==> src/rtl/hs_interleave_seq.sv <==
module hs_interleave_seq (
  input  logic clk,
  input  logic rst,
  input  logic mode_enc,
  input  logic act_req,
  output logic act_ack,
  output logic a_req,
  input  logic a_ack,
  output logic b_req,
  input  logic b_ack
);

  typedef enum logic [2:0] {IDLE, A_UP, A_DN, B_UP, B_DN, DONE} st_t;

  st_t  st;
  logic mode_q;
  logic act_ack_q, a_req_q, b_req_q;

  assign act_ack = act_ack_q;
  assign a_req   = a_req_q;
  assign b_req   = b_req_q;

  always_ff @(posedge clk) begin
    if (rst) begin
      st        <= IDLE;
      mode_q    <= 1'b0;
      act_ack_q <= 1'b0;
      a_req_q   <= 1'b0;
      b_req_q   <= 1'b0;
    end else begin
      case (st)
        IDLE: if (act_req) begin
          mode_q  <= mode_enc;
          a_req_q <= 1'b1;
          st      <= A_UP;
        end
        A_UP: if (a_ack) begin
          if (mode_q) begin
            b_req_q <= 1'b1;
            st      <= B_UP;
          end else begin
            a_req_q <= 1'b0;
            st      <= A_DN;
          end
        end
        A_DN: if (!a_ack) begin
          if (mode_q) begin
            act_ack_q <= 1'b1;
            st        <= DONE;
          end else begin
            b_req_q <= 1'b1;
            st      <= B_UP;
          end
        end
        B_UP: if (b_ack) begin
          b_req_q <= 1'b0;
          st      <= B_DN;
        end
        B_DN: if (!b_ack) begin
          if (mode_q) begin
            a_req_q <= 1'b0;
            st      <= A_DN;
          end else begin
            act_ack_q <= 1'b1;
            st        <= DONE;
          end
        end
        DONE: if (!act_req) begin
          act_ack_q <= 1'b0;
          st        <= IDLE;
        end
        default: st <= IDLE;
      endcase
    end
  end

endmodule

==> config.mk <==
export PLATFORM = sky130hd
export DESIGN_NAME = hs_interleave_seq
export DESIGN_NICKNAME = d
export VERILOG_FILES = /design/src/rtl/hs_interleave_seq.sv
export SDC_FILE = /design/constraint.sdc
export NUM_CORES = 1
export LEC_CHECK = 0
export BUFFER_PORTS_ARGS = -buffer_cell sky130_fd_sc_hd__buf_2
export CORE_AREA = 5 5 42 44
export DETAILED_ROUTE_END_ITERATION = 7
export DIE_AREA = 0 0 47 49
export GPL_TIMING_DRIVEN = 0
export HOLD_SLACK_MARGIN = 0.12
export PLACE_DENSITY = 0.63
export RECOVER_POWER = 100
export SLEW_MARGIN = 20
export SYNTH_ARGS = -nofsm -noshare
export SYNTH_HDL_FRONTEND = slang
export SYNTH_SLANG_ARGS = --single-unit
==> constraint.sdc <==
create_clock -name clk -period 3.25 [get_ports clk]
set_input_delay 0 -clock clk [delete_from_list [all_inputs] [get_ports clk]]
set_output_delay 0 -clock clk [all_outputs]
set_load 0.05 [all_outputs]
==> flow_summary.ini <==
[clock_network]
cts_setup_buffers = 0
cts_resized = 0
clock_sinks = 7
htreeDepth = 1
cts_buffer_depth = 2
path_clk_slew_ns = 0.06
cts_inserted_buffers = 3
clock_latency_ns = 0.27
cts_root_buffer = clkbuf_4
cts_tree = done

[sta]
report.final.slew_viol_count = 0
timing_hold_violations_final = 0
fin_tns_setup_ns = 0
worstMarginPinSlew_ns = 0.594
fin_skew_ns = 0.00836
period_share = 0.456
fin_ws_ns = 1.77
finalSetupViolCount = 0
fmax_ghz = 0.675
slew_headroom = 0.606
rsz0062_at_grt = false
min_period_ns = 1.48

[floorplanning]
fp.dieH_um = 49
die_area_mm2 = 0.00230
initial_core_util = 0.349
rows = 14
io_pins = 9
die_w_um = 47
core_mm2 = 0.00140

[power_and_ir_drop]
power.leakage_nw = 0.236
p_seq_frac = 0.310
swShare = 0.435
p_switching_mw = 0.165
power_density_mw_per_mm2 = 645
power.internal_mw = 0.214
power.share.combinational = 0.471
p_clk_frac = 0.219
ir_worst_vdd_mv = 0.256

[critical_path]
rr_worst_depth = 4
crit_buf_inv = 1
slowest_stage = clkbuf_1
critical-path-top-delay-family = compound AO/OA/AOI/OAI gates
cpPeakStageDelay_ns = 0.37
cp.depth = 4
cp_max_fo = 10
end_kind = flop
crit_path_start_kind = flop
worstPathArrival_ns = 1.66
path_cells = clkbuf_1, nor2b_1, a22oi_1, a221oi_1
required_ns = 3.43
worstSetupPathType = reg -> reg

[logic_synthesis]
postSynthCellCount = 65
syn_area_um2 = 489
avgSynthCellArea_um2 = 7.53
synth_area_leaders = dfxtp_1, a21oi_1, nor2b_1
yosysTopAreaCell = dfxtp_1
synth_edf_count = 0
synth_most_common_cell = a21oi_1
synth_seq_cells = 7
ys_types = 30
yosys_warnings = 0
synth_ff_type = dfxtp_1
synth_common_cells = a21oi_1, dfxtp_1, nand2_1, nor2b_1
synth_fp_nets = 71
ys_seq_area_frac = 0.286
synth.top_cell.area_share = 0.286
synthArstFlopShare = 0

[finish]
fill_cells = 155
nets = 85
final_area_um2 = 587
num_antenna_cells = 0
drive_above_1_share = 0.167
multi_input_area_um2 = 317
area_growth_pct = 19.9
final_util = 0.419
register_area_um2 = 140

[flow_run]
maxCapViolations = 0

[route]
vias = 530
drtIter0Drc = 10
ant_nets = 0
drc_errors = 0
first_pass_iters = 4
drt-vias-per-instance = 5.64
routed_wl_um = 1170
wl_per_cell_um = 12.5

[placement]
place_area_um2 = 544
place_ws_ns = 1.87
gp_congestion = 0.896
dp_hpwl_um = 856
port_buffers = 7

[global_route]
grt_max_degree = 11
antenna_found_initial = 0
grt_pass1_vias = 440
grt_usage = 0.126
grt_pass1_wl_um = 2050
grt-ovfl-total = 0

[hold_path]
hold_path_depth = 4
hold_class = in -> reg

[run_status]
status = finished, final reports clean
layout make-up:
cell class              count  area share
clock buffers               3      0.0384
multi-input cells          51       0.539
clock inverters             1     0.00853
repair buffers              9      0.0874
well taps                  16      0.0341
inverters                   3      0.0192
plain buffers               4      0.0341
flip-flops and latches      7       0.239
worst reg2reg max path, stage by stage, from the launching register on:
cell and delay, ns:
dfxtp_1 0.36, clkbuf_1 0.37, nor2b_1 0.26, a22oi_1 0.11, a221oi_1 0.28
worst paths after layout:
| kind | slack [ns] | start | to |
|---|---|---|---|
| worst max register to register | 1.77 | st[2]$_SDFFE_PP0P_ | act_ack$_SDFFE_PP0P_ |
| worst min register to register | 0.46 | b_req$_SDFFE_PP0P_ | b_req$_SDFFE_PP0P_ |
| worst max-delay path | 1.77 | st[2]$_SDFFE_PP0P_ | act_ack$_SDFFE_PP0P_ |
| worst min-delay path | 0.12 | a_ack | act_ack$_SDFFE_PP0P_ |
metrics by stage:
stage | cells | hold WS (ns) | total power [mW]
global placement | 88 | 0.237 | 0.296
floorplan | 65 | 0.145 | 0.259
detailed placement | 88 | 0.239 | 0.297
global route | 94 | 0.147 | 0.413
CTS | 94 | 0.121 | 0.383
finish | 94 | 0.124 | 0.379
registers in the layout, indices dropped and copies added (netlist names):
name / cells
a_req: 1
act_ack: 1
b_req: 1
mode_q: 1
st: 3
layer usage:
| layer | GRT usage | part of all wire | vias up |
|---|---|---|---|
| met5 | 0 | 0 | - |
| met4 | 0.0968 | 0.036 | 0 |
| met3 | 0.0332 | 0.073 | 4 |
| met2 | 0.161 | 0.46 | 20 |
| met1 | 0.171 | 0.43 | 244 |
| li1 | - | - | 262 |
power by group through the flow:
stage                     sequential (mW)  combinational, mW  clock (mW)
after floorplan                     0.139              0.120           0
after global placement              0.119              0.177           0
after detailed placement            0.119              0.178           0
after CTS                           0.117              0.180      0.0858
after global routing                0.120              0.199      0.0934
final                               0.118              0.178      0.0829
cell usage in the layout (no fill, tap or decap), types with 2 or more instances in the layout:
cell           n
mux2i_1        3
dlygate4sd3_1  2
inv_1          3
buf_2          5
a221oi_1       2
clkbuf_4       3
nor3_1         4
clkbuf_1       5
nor2b_1        5
nand2_1        5
dfxtp_1        7
a21oi_1        8
nor2_1         4
o21ai_0        4
timing repair:
item	4_1_cts	5_1_grt
hold endpoints to repair	7	0
endpoints found under the setup margin	0	0
hold buffers	2	0
logic make-up (layout without fill, tap and decap cells):
kind of cell,count (synthesis),after routing,synth area share
AOI/OAI and AO/OA,23,23,0.312
and+or+nand+nor,25,25,0.274
DFF,7,7,0.286
muxes,3,3,0.0614
buffers and inverters,7,20,0.0665
No activity file was read; power rests on OpenSTA's default activity.
